File: config.mk
export PLATFORM = sky130hd
export DESIGN_NAME = tmr16_fc
export DESIGN_NICKNAME = d
export VERILOG_FILES = /design/src/rtl/tmr_pkg.sv /design/src/rtl/tmr_regs.sv /design/src/rtl/tmr_count.sv /design/src/rtl/tmr_chan.sv /design/src/rtl/tmr16_fc.sv
export SDC_FILE = /design/constraint.sdc
export NUM_CORES = 1
export LEC_CHECK = 0
export ABC_AREA = 1
export BUFFER_PORTS_ARGS = -buffer_cell sky130_fd_sc_hd__buf_2
export CAP_MARGIN = 0
export CORE_UTILIZATION = 45
export CTS_CLUSTER_DIAMETER = 200
export DETAILED_ROUTE_END_ITERATION = 16
export PLACE_DENSITY = 0.62
export SYNTH_ARGS = -nofsm -noshare
export SYNTH_HDL_FRONTEND = slang
export SYNTH_HIERARCHICAL = 1
export SYNTH_SLANG_ARGS = --single-unit
File: constraint.sdc
create_clock -name clk -period 6.5 [get_ports clk]
set_clock_uncertainty 0.15 [all_clocks]
set_input_delay 0.325 -clock clk [delete_from_list [all_inputs] [get_ports clk]]
set_output_delay 0.325 -clock clk [all_outputs]
set_load 0.03 [all_outputs]
File: src/rtl/tmr_pkg.sv
`timescale 1ns/1ps
package tmr_pkg;

  // Counting scheme selected by the mode register.
  typedef enum logic [1:0] {
    MODE_FREE    = 2'd0,
    MODE_CLR_TOP = 2'd1,
    MODE_WAVE_A  = 2'd2,
    MODE_WAVE_B  = 2'd3
  } tmr_mode_e;

  // Waveform modes ignore force strobes.
  function automatic logic is_wave(tmr_mode_e m);
    return m[1];
  endfunction

  // Compare-output action: keep, invert, clear, set.
  function automatic logic oc_apply(logic [1:0] act, logic cur);
    logic r;
    case (act)
      2'b00:   r = cur;
      2'b01:   r = ~cur;
      2'b10:   r = 1'b0;
      default: r = 1'b1;
    endcase
    return r;
  endfunction

endpackage

File: src/rtl/tmr_regs.sv
`timescale 1ns/1ps
module tmr_regs
  import tmr_pkg::*;
#(
  parameter int BUS_W  = 8,
  parameter int NCH    = 3,
  parameter int ADDR_W = 4
) (
  input  logic                          clk,
  input  logic                          rst_n,
  input  logic                          bus_sel,
  input  logic                          bus_we,
  input  logic [ADDR_W-1:0]             bus_addr,
  input  logic [BUS_W-1:0]              bus_wdata,
  output logic [BUS_W-1:0]              bus_rdata,
  input  logic [2*BUS_W-1:0]            cnt,
  input  logic [NCH-1:0]                flag,
  input  logic [NCH-1:0]                oc,
  output logic                          cnt_wr,
  output logic [2*BUS_W-1:0]            cnt_wr_val,
  output logic [NCH-1:0][2*BUS_W-1:0]   cmp,
  output tmr_mode_e                     mode,
  output logic [NCH-1:0][1:0]           com,
  output logic [NCH-1:0]                force_hit,
  output logic [NCH-1:0]                flag_clr
);
  localparam int CW = 2 * BUS_W;
  localparam int NW = NCH + 1;  // 16-bit words: counter + compares
  localparam logic [ADDR_W-1:0] A_CNT_LO = '0;
  localparam logic [ADDR_W-1:0] A_CNT_HI = ADDR_W'(1);
  localparam logic [ADDR_W-1:0] A_MODE   = ADDR_W'(2 * NW);
  localparam logic [ADDR_W-1:0] A_COM    = ADDR_W'(2 * NW + 1);
  localparam logic [ADDR_W-1:0] A_FORCE  = ADDR_W'(2 * NW + 2);
  localparam logic [ADDR_W-1:0] A_FLAG   = ADDR_W'(2 * NW + 3);
  localparam logic [ADDR_W-1:0] A_OCB    = ADDR_W'(2 * NW + 4);

  logic                 wr, rd, in_words, hi_sel;
  logic [ADDR_W-2:0]    word_idx;
  logic [CW-1:0]        sel_word;
  logic [BUS_W-1:0]     temp_q;

  assign wr       = bus_sel & bus_we;
  assign rd       = bus_sel & ~bus_we;
  assign in_words = bus_addr < A_MODE;
  assign hi_sel   = bus_addr[0];
  assign word_idx = bus_addr[ADDR_W-1:1];

  // Word addressed by the current byte address.
  always_comb begin
    sel_word = cnt;
    for (int c = 0; c < NCH; c++)
      if (int'(word_idx) == c + 1) sel_word = cmp[c];
  end

  assign cnt_wr     = wr && bus_addr == A_CNT_LO;
  assign cnt_wr_val = {temp_q, bus_wdata};

  always_ff @(posedge clk) begin
    if (!rst_n) begin
      temp_q <= '0;
      cmp    <= '0;
      mode   <= MODE_FREE;
      com    <= '0;
    end else begin
      if (wr && in_words && hi_sel)
        temp_q <= bus_wdata;
      else if (rd && in_words && !hi_sel)
        temp_q <= sel_word[CW-1:BUS_W];
      for (int c = 0; c < NCH; c++)
        if (wr && in_words && !hi_sel && int'(word_idx) == c + 1)
          cmp[c] <= {temp_q, bus_wdata};
      if (wr && bus_addr == A_MODE) mode <= tmr_mode_e'(bus_wdata[1:0]);
      if (wr && bus_addr == A_COM)  com  <= bus_wdata[2*NCH-1:0];
    end
  end

  // Force strobes live only for the write cycle.
  generate
    for (genvar g = 0; g < NCH; g++) begin : g_strobe
      assign force_hit[g] = wr && bus_addr == A_FORCE &&
                            bus_wdata[BUS_W-1-g] && !is_wave(mode);
      assign flag_clr[g]  = wr && bus_addr == A_FLAG && bus_wdata[g];
    end
  endgenerate

  always_comb begin
    bus_rdata = '0;
    if (in_words) bus_rdata = hi_sel ? temp_q : sel_word[BUS_W-1:0];
    else if (bus_addr == A_MODE) bus_rdata = BUS_W'(mode);
    else if (bus_addr == A_COM)  bus_rdata = BUS_W'(com);
    else if (bus_addr == A_FLAG) bus_rdata = BUS_W'(flag);
    else if (bus_addr == A_OCB)  bus_rdata = BUS_W'(oc);
  end

  // high-byte read returns the high byte seen at the preceding low-byte read
  a_r2_latched_high: assert property (@(posedge clk) disable iff (!rst_n)
    $past(rd && bus_addr == A_CNT_LO) && rd && bus_addr == A_CNT_HI
      |-> bus_rdata == $past(cnt[CW-1:BUS_W]));

  // low-byte commit carries the byte written to the high address just before
  a_r3_commit_pair: assert property (@(posedge clk) disable iff (!rst_n)
    $past(wr && bus_addr == A_CNT_HI) && wr && bus_addr == A_CNT_LO
      |-> cnt_wr_val == {$past(bus_wdata), bus_wdata});

  // force location reads zero
  a_r10_force_reads_zero: assert property (@(posedge clk) disable iff (!rst_n)
    rd && bus_addr == A_FORCE |-> bus_rdata == '0);

endmodule

File: src/rtl/tmr_count.sv
`timescale 1ns/1ps
module tmr_count #(
  parameter int CW = 16
) (
  input  logic          clk,
  input  logic          rst_n,
  input  logic          tick,
  input  logic          wr_en,
  input  logic [CW-1:0] wr_val,
  input  logic          clr_mode,
  input  logic [CW-1:0] top,
  output logic [CW-1:0] cnt,
  output logic          cmp_eval
);
  logic blk_q;

  function automatic logic [CW-1:0] step(logic [CW-1:0] v, logic reload);
    return reload ? '0 : v + 1'b1;
  endfunction

  always_ff @(posedge clk) begin
    if (!rst_n) begin
      cnt   <= '0;
      blk_q <= 1'b0;
    end else if (wr_en) begin
      cnt   <= wr_val;
      blk_q <= 1'b1;
    end else if (tick) begin
      cnt   <= step(cnt, clr_mode && cnt == top);
      blk_q <= 1'b0;
    end
  end

  // Compare is sampled on ticks not shadowed by a counter write.
  assign cmp_eval = tick && !wr_en && !blk_q;

  // a counter write loads the value, even alongside a tick
  a_r8_write_loads: assert property (@(posedge clk) disable iff (!rst_n)
    wr_en |=> cnt == $past(wr_val));

  // free-running wrap from all-ones to zero
  a_r4_wrap: assert property (@(posedge clk) disable iff (!rst_n)
    tick && !wr_en && !clr_mode && cnt == '1 |=> cnt == '0);

  // clear-on-compare reload at TOP
  a_r5_clear_at_top: assert property (@(posedge clk) disable iff (!rst_n)
    tick && !wr_en && clr_mode && cnt == top |=> cnt == '0);

endmodule

File: src/rtl/tmr_chan.sv
`timescale 1ns/1ps
module tmr_chan
  import tmr_pkg::*;
#(
  parameter int CW = 16
) (
  input  logic          clk,
  input  logic          rst_n,
  input  logic          cmp_eval,
  input  logic [CW-1:0] cnt,
  input  logic [CW-1:0] cmp,
  input  logic [1:0]    com,
  input  logic          force_hit,
  input  logic          flag_clr,
  output logic          hit,
  output logic          flag,
  output logic          oc
);
  assign hit = cmp_eval && cnt == cmp;

  always_ff @(posedge clk) begin
    if (!rst_n) begin
      flag <= 1'b0;
      oc   <= 1'b0;
    end else begin
      if (hit) flag <= 1'b1;
      else if (flag_clr) flag <= 1'b0;
      // A genuine match and a strobe in one cycle act only once.
      if (hit || force_hit) oc <= oc_apply(com, oc);
    end
  end

  // genuine match raises the flag
  a_r6_match_sets_flag: assert property (@(posedge clk) disable iff (!rst_n)
    hit |=> flag);

  // forced compare leaves the flag alone
  a_r9_force_no_flag: assert property (@(posedge clk) disable iff (!rst_n)
    force_hit && !hit && !flag_clr |=> flag == $past(flag));

  // action 00 keeps the output bit
  a_r7_keep_action: assert property (@(posedge clk) disable iff (!rst_n)
    com == 2'b00 |=> oc == $past(oc));

endmodule

File: src/rtl/tmr16_fc.sv
`timescale 1ns/1ps
module tmr16_fc
  import tmr_pkg::*;
#(
  parameter int BUS_W  = 8,
  parameter int NCH    = 3,
  parameter int ADDR_W = 4
) (
  input  logic              clk,
  input  logic              rst_n,
  input  logic              tick,
  input  logic              bus_sel,
  input  logic              bus_we,
  input  logic [ADDR_W-1:0] bus_addr,
  input  logic [BUS_W-1:0]  bus_wdata,
  output logic [BUS_W-1:0]  bus_rdata
);
  localparam int CW = 2 * BUS_W;

  logic                      cnt_wr, cmp_eval;
  logic [CW-1:0]             cnt_wr_val, cnt;
  logic [NCH-1:0][CW-1:0]    cmp;
  logic [NCH-1:0][1:0]       com;
  logic [NCH-1:0]            force_hit, flag_clr, hit, flag, oc;
  tmr_mode_e                 mode;

  tmr_regs #(.BUS_W(BUS_W), .NCH(NCH), .ADDR_W(ADDR_W)) u_regs (
    .clk(clk), .rst_n(rst_n),
    .bus_sel(bus_sel), .bus_we(bus_we), .bus_addr(bus_addr),
    .bus_wdata(bus_wdata), .bus_rdata(bus_rdata),
    .cnt(cnt), .flag(flag), .oc(oc),
    .cnt_wr(cnt_wr), .cnt_wr_val(cnt_wr_val), .cmp(cmp), .mode(mode),
    .com(com), .force_hit(force_hit), .flag_clr(flag_clr)
  );

  tmr_count #(.CW(CW)) u_count (
    .clk(clk), .rst_n(rst_n), .tick(tick),
    .wr_en(cnt_wr), .wr_val(cnt_wr_val),
    .clr_mode(mode == MODE_CLR_TOP), .top(cmp[0]),
    .cnt(cnt), .cmp_eval(cmp_eval)
  );

  generate
    for (genvar g = 0; g < NCH; g++) begin : g_ch
      tmr_chan #(.CW(CW)) u_chan (
        .clk(clk), .rst_n(rst_n), .cmp_eval(cmp_eval),
        .cnt(cnt), .cmp(cmp[g]), .com(com[g]),
        .force_hit(force_hit[g]), .flag_clr(flag_clr[g]),
        .hit(hit[g]), .flag(flag[g]), .oc(oc[g])
      );
    end
  endgenerate

  // the cycle after a counter write no channel matches
  a_r8_block_all: assert property (@(posedge clk) disable iff (!rst_n)
    $past(cnt_wr) |-> hit == '0);

  // a force strobe alone never moves the counter
  a_r9_force_keeps_count: assert property (@(posedge clk) disable iff (!rst_n)
    force_hit != '0 && !tick && !cnt_wr |=> cnt == $past(cnt));

endmodule

Word level (Yosys, flattened, before mapping)
Cells that the tools add are included. W data, S select, Z words.

Output and inout bits: 8. Register bits after elaboration: 87. Bits of input ports: 17. Word-level logic and storage cells: 117.

$lt $le $gt $ge: 1. Mux-type cells: 25. Bitwise operators: 9. $add $sub $neg: 1. Equality and inequality tests: 18. Reductions and logical operators: 47.

Operator list (number): $mux W16 (6); $mux W8 (7); $eq A16 B16 Y1 (3); $logic_and A1 B1 Y1 (28); $eq A4 B4 Y1 const B (5); $add A16 B1 Y16 const B (1); $reduce_bool A2 Y1 (5); $pmux W1 S3 (3); $eq A2 B1 Y1 const B (4); $mux W1 (8); $not A1 Y1 (7); $eq A2 B2 Y1 const B (3); $eq A3 B3 Y1 const B (2); $logic_not A2 Y1 (3); $reduce_and A2 Y1 (3); $logic_not A1 Y1 (4); $logic_not A4 Y1 (1); $lt A4 B4 Y1 const B (1); $eq A3 B2 Y1 const B (1); $logic_or A1 B1 Y1 (3); $mux W3 (1); $and A1 B1 Y1 (2).

Depth between registers and ports, before layout
Gate-level depths: netlist of run 1.

Word-level depth: 8. Depth in mapped cells: 17.

Hierarchy
The synthesis of run 1 kept the hierarchy.

By module, submodules not included: tmr_regs (times used 1, area an instance 3423.3 um^2, cells each 512); tmr_chan (times used 3, area an instance 530.5 um^2, cells each 115); tmr_count (times used 1, area an instance 1486.4 um^2, cells each 261); tmr16_fc (times used 1, area an instance 10.0 um^2, cells each 2).

Worst setup path before layout of run 1
OpenSTA, ideal clock, no wires.

Path type: input port to flip-flop. Start point: input port bus_addr[3]. End point: register g_ch[0].u_chan.oc. Path buffers: 4. Data arrival time: 2.081 ns. Setup time: 0.111 ns. Slack: 4.157 ns. Cell stages on the path: 17. Cell sequence: buf_6 > nor2_4 > buf_2 > nand2_1 > nor2_1 > buf_2 > buf_1 > nor3_1 > inv_1 > nor2_1 > nand3_1 > nor2_2 > nand3_2 > nand3_1 > nand2_1 > nor2_1 > nor2_1.

Longest elaborated chain between the ends: 8. Elaborated cells between the ends (all ways): 12. Those cells by class: eq/ne (1); reduce/logical (11).

RTL lines: start, declared (line tmr16_fc.sv:14) `input logic [ADDR_W-1:0] bus_addr,`; $logic_not A4 Y1 (line tmr_regs.sv:55) `assign cnt_wr = wr && bus_addr == A_CNT_LO;`; $logic_and A1 B1 Y1 (line tmr_regs.sv:55); net cnt_wr (line tmr16_fc.sv:20) `logic cnt_wr, cmp_eval;`; $logic_not A1 Y1 (line tmr_count.sv:35) `assign cmp_eval = tick && !wr_en && !blk_q;`; $logic_and A1 B1 Y1 (2 in series) (line tmr_count.sv:35); net cmp_eval (line tmr16_fc.sv:20); $logic_and A1 B1 Y1 (line tmr_chan.sv:19) `assign hit = cmp_eval && cnt == cmp;`; $logic_or A1 B1 Y1 (line tmr_chan.sv:29) `if (hit || force_hit) oc <= oc_apply(com, oc);`; $reduce_and A2 Y1 (no source line); end signal, assigned (line tmr_chan.sv:29); end, declared (line tmr_chan.sv:17) `output logic oc`.

The timed path passes the listed nets, and every way through them passes these cells. A chain may end at the register's enable or synchronous reset.

Final worst setup path of run 1
Start point: input port bus_addr[1]. End point: register u_count.cnt[7].

Longest elaborated chain between the ends: 3. Elaborated cells between the ends (all ways): 4. Those cells by class: mux (1); reduce/logical (3).

RTL lines: $logic_not A4 Y1 (*) (line tmr_regs.sv:55); $logic_and A1 B1 Y1 (*) (line tmr_regs.sv:55); net cnt_wr (line tmr16_fc.sv:20); $mux W16 or $reduce_bool A2 Y1 (tied branches); end signal, assigned (line tmr_count.sv:26) `cnt <= wr_val;`; end signal, assigned (line tmr_count.sv:29) `cnt <= step(cnt, clr_mode && cnt == top);`; end, declared (line tmr_count.sv:12) `output logic [CW-1:0] cnt,`.

Mark *: on every way through the listed nets, which the timed path passes. The rest lies on a longest branch.

==> run metrics, run 1 <==
Fin Hold WS=0.218 ns; clk_lat worst skew=0.34 ns; full die area=14,400 sq um; H-tree level count=3; vias per inst=5.18; CP Max Fanout=30; input/output buffers=24; first-pass GRT wire length=30.7 mm; Final Max Tran Viols=0; core area=13,400 sq um; Area growth, synth to finish=5.83%; chip width=120 um; router iterations before antenna repair=5; worst slew pin tran=0.985 ns; num ports=25; Tcrit/Tclk final=0.404; Final Hold Viols=0; Global Route Usage Sum=0.278; CP required=6.62 ns; Final Setup Violations=0; PwrDens=181 nW/um^2; Setup crit end kind=register; pin count of the biggest net entering global routing=63; postcts setup bufs=0; nets@finish=1,085; CTS clock-pin slew for the worst setup and hold paths=0.07 ns; relative slew slack=0.341; Die H=120 um; dpl ws=3.56 ns; 1st-iter DRT viols=687; CTS Hold Buffers Added=0; Post-DP HPWL=14.2 mm; RSZ-0062 raised after global routing=no; routability cong.=0.912; final routed DRC violation total=0; post-synthesis net count=1,087; register area=1740 sq um; total number of vias=6,464; Cells after Synth=1,069; CTS buffer count=9; final setup TNS=0 ns; clock root buffer=clkbuf_16; f_max=381 MHz; Max VDD drop=115 uV; dpl cells=1,232; Post-DRT Antenna Nets=0; Filler cells=1,440; Reg2Reg Setup Slack=4.29 ns; initial antenna violation count=0; share of cells above drive strength 1=0.0990; vias in the first global route=5,697; post-layout power=1.20 mW; Rows=42; Layout Cells excl Fill=1,247; outcome=completed; Min-Delay Path Class=input port to register; Num Clock Sinks=87; TritonCTS clock tree=built; Clock Tree Buf Depth=2; final WL=19.2 mm; crit path launch type=input port; post-CTS resize count=0; Worst EP arrival=2.74 ns; static leakage=2.89 nW; wire per inst=15.4 um; crit path time final=2.63 ns; max-cap violations=0; # diodes=0; Post-Syn Area per Cell=5.86 sq um; Setup CP Type=input port to register; YS warnings=6; area used by multi-input combinational logic=3480 sq um; Initial Util=0.467; synthesized area=6260 sq um; worst setup margin=3.87 ns; gr ovfl total=0
report_power, final:
| part | switching (mW) | total [mW] | internal, mW |
|---|---|---|---|
| combinational | 0.107 | 0.151 | 0.0443 |
| clock | 0.219 | 0.486 | 0.267 |
| sequential | 0.0174 | 0.561 | 0.544 |
| total | 0.343 | 1.20 | 0.855 |
worst max-delay path: stages:
cell	delay, ns
buf_2	0.46
nor2_1	0.23
nand2_1	0.11
nor2_1	0.05
buf_4	0.21
nor2_1	0.74
o21ai_0	0.22
a21oi_1	0.18
nand2_1	0.08
a21oi_1	0.14
stage by stage:
stage	cell area (sq um)	util
6_report	6630	0.495
5_1_grt	6630	0.495
4_1_cts	6630	0.495
3_5_place_dp	6360	0.475
3_3_place_gp	6360	0.475
2_1_floorplan	6260	-
flip-flops by register name, indices dropped and copies added, names as in the netlist:
name	flops
u_regs/temp_q	8
g_ch.u_chan/oc	3
u_regs/mode	2
g_ch.u_chan/flag	3
u_count/cnt	16
u_regs/cmp	48
u_regs/com	6
u_count/blk_q	1
layout make-up:
| type | instances | share of cell area |
|---|---|---|
| Clock buffer | 12 | 0.0372 |
| Clock inverter | 3 | 0.00302 |
| Inverter | 209 | 0.119 |
| Tap cell | 176 | 0.0332 |
| Multi-Input combinational cell | 734 | 0.525 |
| Sequential cell | 87 | 0.263 |
| Timing Repair Buffer | 26 | 0.0204 |
placed cells by master, fill, tap and decap left out, types with 3 or more instances in the layout:
master	n
o21ai_1	5
or2_2	3
dfxtp_1	87
xor2_1	8
nand4_1	12
nor2_2	16
nand2_2	14
nor2_1	124
a21oi_1	78
nand2_1	275
nor2_4	6
a22oi_1	15
clkbuf_16	9
buf_2	24
inv_2	10
a21oi_2	8
nor3_1	3
xnor2_1	7
nand3_1	62
nand3_2	4
o21ai_0	84
inv_1	198
path summary, 6_finish.rpt:
path	from	to	depth (start not counted)
worst max register to register	u_count/cnt[1]	u_count/cnt[10]	10
worst min-delay path	tick	u_count/blk_q	4
worst min register to register	g_ch[2].u_chan/flag	g_ch[2].u_chan/flag	2
worst max-delay path	bus_addr[1]	u_count/cnt[7]	10
per-layer routing:
metal	vias up	wire length [um]	global-route usage
met4	0	495	0.0914
li1	3290	-	-
met3	33	1180	0.0328
met1	2910	9030	0.405
met5	-	0	0
met2	231	8500	0.421
Power figures use the tool's default switching activity.
==> run 2: changes to the inputs <==
- ABC_AREA: 1 -> 0
- clock period: 6.5 -> 2.6 ns (I/O delays scaled with it)
==> run 2 against run 1 <==
Against the previous run: non-clock buffer count is 32 higher; worst hold slack worse by 0.21 ns; design area is 5.6% lower; setup slack worse by 3.6 ns; wire length is 7.2% lower; largest power group unchanged; combinational power grew to 2.6 times the previous value; final cell count is 31% lower; synthesized cell count is 37% lower; sequential share of layout area is 1.5 points higher; sequential cell count stayed put; critical path type is now register to register; utilization is 2.2 points higher; critical path depth is 5 lower.
==> run metrics, run 2 <==
Setup CP Type=register to register; f_max=428 MHz; #FFs+latches synth=87; post-synthesis net count=694; synthesized area=5620 sq um; max reg flops=48; Area contributors post-synth=dfxtp_1 31%, xnor2_1 8.1%, nand2_1 7.3%; Cells after Synth=676; Post-Syn Area per Cell=8.31 sq um; vias per inst=5.94; Die H=114 um; crit path launch type=register; wire per inst=20.6 um; static leakage=2.24 nW; commonest non-fill, non-tap cell in the layout=nand2_1; CTS buffer count=9; busiest grt layer=met2; CP required=2.73 ns; Global Route Usage Sum=0.292; post-route cell area=6260 sq um; final setup TNS=0 ns; CP Max Fanout=12; routing usage on met1=0.375; most frequent cells in the layout=109 x nand2_1, 87 x dfxtp_1, 52 x xnor2_1; Main synth FF type=dfxtp_1; Final Max Tran Viols=0; Area growth, synth to finish=11.5%; share of cells above drive strength 1=0.133; register bank with the most flops=u_regs/cmp; worst slew pin tran=0.682 ns; Max VDD drop=363 uV; nets@finish=711; first-pass GRT wire length=28.2 mm; M2 GR Usage=0.461; count leader, synth=nand2_1; num ports=25; core area=12,100 sq um; initial antenna violation count=0; YS warnings=6; dpl ws=0.381 ns; Initial Util=0.464; final WL=17.8 mm; gr ovfl total=0; # diodes=0; pin count of the biggest net entering global routing=41; vias in the first global route=5,043; Crit path largest cell delay=0.66 ns; Post-DP HPWL=13.0 mm; relative slew slack=0.546; delay-heaviest family, CP=simple AND/OR/NAND/NOR gates; Layout Cells excl Fill=866; GR Layer Usage met3=0.0526; Tcrit/Tclk final=0.898; Critical R2R Launch=u_count/cnt[2]; Reg2Reg Setup Slack=0.27 ns; Min-Delay Path Class=input port to register; Util after Layout=0.517; crit path time final=2.33 ns; CTS Hold Buffers Added=6; input/output buffers=24; total number of vias=5,147; Num Clock Sinks=87; dpl cell area=5890 sq um; Worst EP arrival=2.46 ns; final routed DRC violation total=0; CP cell instances=xor2_1, nor4_1, nand4_1, nor4_4, mux2i_1; router iterations before antenna repair=5; sequential element share of the synthesized area=0.310; worst setup margin=0.265 ns; Setup crit end kind=register; post-CTS resize count=0; post-synth top area cell=dfxtp_1; Worst path slowest cell=dfxtp_1; clk_lat worst skew=0.35 ns; top cells by count, synth=109 x nand2_1, 87 x dfxtp_1, 52 x xnor2_1; TritonCTS clock tree=built; EDFF count, synth=0; CTS clock-pin slew for the worst setup and hold paths=0.06 ns; area share of the largest cell type after synthesis=0.310; Largest regs=u_regs/cmp (48), u_count/cnt (16), u_regs/temp_q (8); Post-synth ARST share=0; Final Setup Violations=0; reg2reg path depth=5; postcts setup bufs=0; Filler cells=1,206; H-tree level count=3; full die area=12,900 sq um; clock root buffer=clkbuf_16; worst hold endpoint=u_regs/cmp[4]; outcome=completed; Hold Path Cell Cnt=3; dpl cells=844; hold_sp=bus_wdata[4]; routability cong.=0.915; Worst R2R End=g_ch[2].u_chan/oc; worst path buffer plus inverter count=0; Rows=40; Final Hold Viols=0; Yosys cell types=62; Clock Tree Buf Depth=2; chip width=114 um; max-cap violations=0; RSZ-0062 raised after global routing=no; 1st-iter DRT viols=483; Post-DRT Antenna Nets=0; PwrDens=500 nW/um^2
-- run 2: worst max path at each step --
stage / from / end / slack (ns) / cells past startpoint
floorplan: bus_addr[1] / g_ch[0].u_chan/flag / 0.48 / 10
global placement: bus_we / g_ch[0].u_chan/oc / 0.34 / 7
detailed placement: u_count/cnt[2] / g_ch[0].u_chan/oc / 0.38 / 5
CTS: u_count/cnt[2] / g_ch[0].u_chan/oc / 0.35 / 5
global route: u_count/cnt[2] / g_ch[2].u_chan/oc / 0.20 / 5
finish: u_count/cnt[2] / g_ch[2].u_chan/oc / 0.27 / 5
-- run 2: cells by family after synthesis --
logic type                 Yosys count  synth area share
and+or+nand+nor                    261             0.260
xor gates and xnor gates            81             0.126
buffers and inverters               61            0.0572
DFF                                 87             0.310
AOI/OAI and AO/OA                  156             0.192
adders and majority gates            1           0.00223
muxes                               29            0.0523
-- run 2: cell type report --
| type | instances | area (sq um) | area share |
|---|---|---|---|
| multi-input combinational | 528 | 3570 | 0.571 |
| sequential | 87 | 1740 | 0.278 |
| clock inverter | 3 | 40.0 | 0.00640 |
| clock buffer | 13 | 270 | 0.0432 |
| tap | 168 | 210 | 0.0336 |
| inverter | 9 | 33.8 | 0.00540 |
| timing repair buffer | 58 | 390 | 0.0624 |
-- run 2: through the flow --
step,power (mW),hold slack (ns)
finish,3.13,0.00990
global route,3.23,0.0291
CTS,3.14,0.00559
detailed placement,1.78,0.327
global placement,1.78,0.318
floorplan,1.66,0.0975
-- run 2: report_power, final --
part	internal, mW	switching (mW)	leakage [nW]	total (mW)
logic	0.145	0.244	1.38	0.388
clock network	0.821	0.541	0.156	1.36
registers	1.35	0.0278	0.702	1.38
-- run 2: worst register-to-register path: cells and delay by family, from the launching register on --
family        cells  cell delay (ns)
flops             1             0.66
xor+xnor          1             0.13
mux               1             0.23
simple gates      3             1.09
-- run 2: routing by layer --
| layer | vias to the layer above | share of wire |
|---|---|---|
| li1 | 2412 | - |
| met1 | 2477 | 0.43 |
| met2 | 209 | 0.45 |
| met3 | 49 | 0.077 |
| met4 | 0 | 0.043 |
| met5 | - | 0 |
==> run 3: changes to the inputs <==
- REMOVE_ABC_BUFFERS: not set -> 1
==> run 3 against run 2 <==
Against the previous run: global-route usage down 0.14 points; via count up 0.74%; sequential power about the same; utilization down 0.062 points; final cell count unchanged; design area down 0.12%; non-clock buffer count unchanged; register-to-register slack better by 0.19 ns; sequential cell count unchanged; power down 0.86%; clock-buffer cell count down 1; die area unchanged; critical path type is now register to output port; critical endpoint is now bus_rdata[2].
==> run metrics, run 3 (synthesis results as in run 2) <==
outcome=completed; Largest regs=u_regs/cmp (48), u_count/cnt (16), u_regs/temp_q (8); pin count of the biggest net entering global routing=32; Final Hold Viols=0; crit path launch type=register; CP cell instances=mux2_2, and3_1, a2111oi_0, a21oi_1, buf_2; Filler cells=1,194; core area=12,100 sq um; register bank with the most flops=u_regs/cmp; final setup TNS=0 ns; postcts setup bufs=0; routability cong.=0.954; register area=1740 sq um; commonest non-fill, non-tap cell in the layout=nand2_1; PwrDens=496 nW/um^2; TritonCTS clock tree=built; vias in the first global route=4,835; vias per inst=5.99; full die area=12,900 sq um; max-cap violations=0; f_max=466 MHz; dpl cells=843; Post-DP HPWL=13.2 mm; CP Max Fanout=3; nets@finish=711; final routed DRC violation total=0; CTS clock-pin slew for the worst setup and hold paths=0.06 ns; Min-Delay Path Class=input port to register; most frequent cells in the layout=109 x nand2_1, 87 x dfxtp_1, 52 x xnor2_1; Final Max Tran Viols=0; RSZ-0062 raised after global routing=no; area used by multi-input combinational logic=3570 sq um; # diodes=0; chip width=114 um; static leakage=2.22 nW; share of cells above drive strength 1=0.130; dpl cell area=5880 sq um; 1st-iter DRT viols=651; CP required=2.32 ns; H-tree level count=3; worst slew pin tran=0.684 ns; initial antenna violation count=0; Die H=114 um; Setup crit end kind=output port; Max VDD drop=378 uV; Rows=40; CTS buffer count=9; Crit path largest cell delay=0.42 ns; clk_lat worst skew=0.35 ns; num ports=25; input/output buffers=24; relative slew slack=0.543; max reg flops=48; Tcrit/Tclk final=0.824; Clock Tree Buf Depth=2; Worst path slowest cell=a2111oi_0; Setup CP Type=register to output port; total number of vias=5,185; clock root buffer=clkbuf_16; Global Route Usage Sum=0.291; Post-DRT Antenna Nets=0; post-route cell area=6250 sq um; Num Clock Sinks=87; final WL=18.1 mm; Worst EP arrival=1.86 ns; first-pass GRT wire length=28.0 mm; Initial Util=0.464; Area growth, synth to finish=11.3%; crit path time final=2.14 ns; Final Setup Violations=0; gr ovfl total=0; router iterations before antenna repair=5; wire per inst=20.9 um; Layout Cells excl Fill=866; Util after Layout=0.516
## run 3: cell count changes in the layout (fill, tap and decap cells not counted)
cell,delta
clkbuf_1,+1
dlygate4sd3_1,+1
clkinvlp_4,+2
buf_4,-1
clkinv_2,-2
clkbuf_8,-2
inv_6,+1
## run 3: critical path, delay by kind of cell, from the launching register on
family                 cells  cell delay, ns
AO/OA/AOI/OAI              2            0.52
buffers and inverters      1            0.20
flip-flops                 1            0.35
multiplexers               1            0.26
AND/OR/NAND/NOR            1            0.17
## run 3: layout make-up
type,instances,share of cell area
clock buffer,12,0.0394
clock inverter,4,0.00861
inverter,9,0.00540
multi-input combinational,528,0.572
sequential,87,0.279
tap,168,0.0336
timing repair buffer,58,0.0628
## run 3: timing repair
| item | CTS | global route |
|---|---|---|
| gates resized for setup | 0 | 0 |
| hold endpoints to repair | 17 | 0 |
| hold buffers | 7 | 0 |
## run 3: metal layers
metal,vias to the layer above,part of all wire,GRT usage
met3,30,0.081,0.0664
met2,233,0.44,0.445
met4,0,0.020,0.0851
met1,2515,0.45,0.407
met5,-,0,0
li1,2407,-,-
## run 3: path summary, 6_finish.rpt
path,startpoint,endpoint,slack [ns],depth (start not counted)
setup reg to reg,u_count/cnt[1],u_count/cnt[1],0.46,6
setup / recovery,u_regs/cmp[18],bus_rdata[2],0.46,5
hold reg to reg,u_regs/cmp[41],u_regs/cmp[41],0.35,2
hold / removal,bus_wdata[4],u_regs/cmp[4],0.03,3
## run 3: stage by stage
step | worst slack [ns] | power [mW] | hold WS, ns
2_1_floorplan | -1.87 | 1.61 | 0.0975
3_3_place_gp | 0.511 | 1.77 | 0.324
3_5_place_dp | 0.393 | 1.78 | 0.334
4_1_cts | 0.465 | 3.12 | 0.0253
5_1_grt | 0.314 | 3.21 | 0.0471
6_report | 0.456 | 3.10 | 0.0347
## run 3: power breakdown
group	switching, mW	internal, mW
logic	0.238	0.145
clock network	0.562	0.775
registers	0.0315	1.35
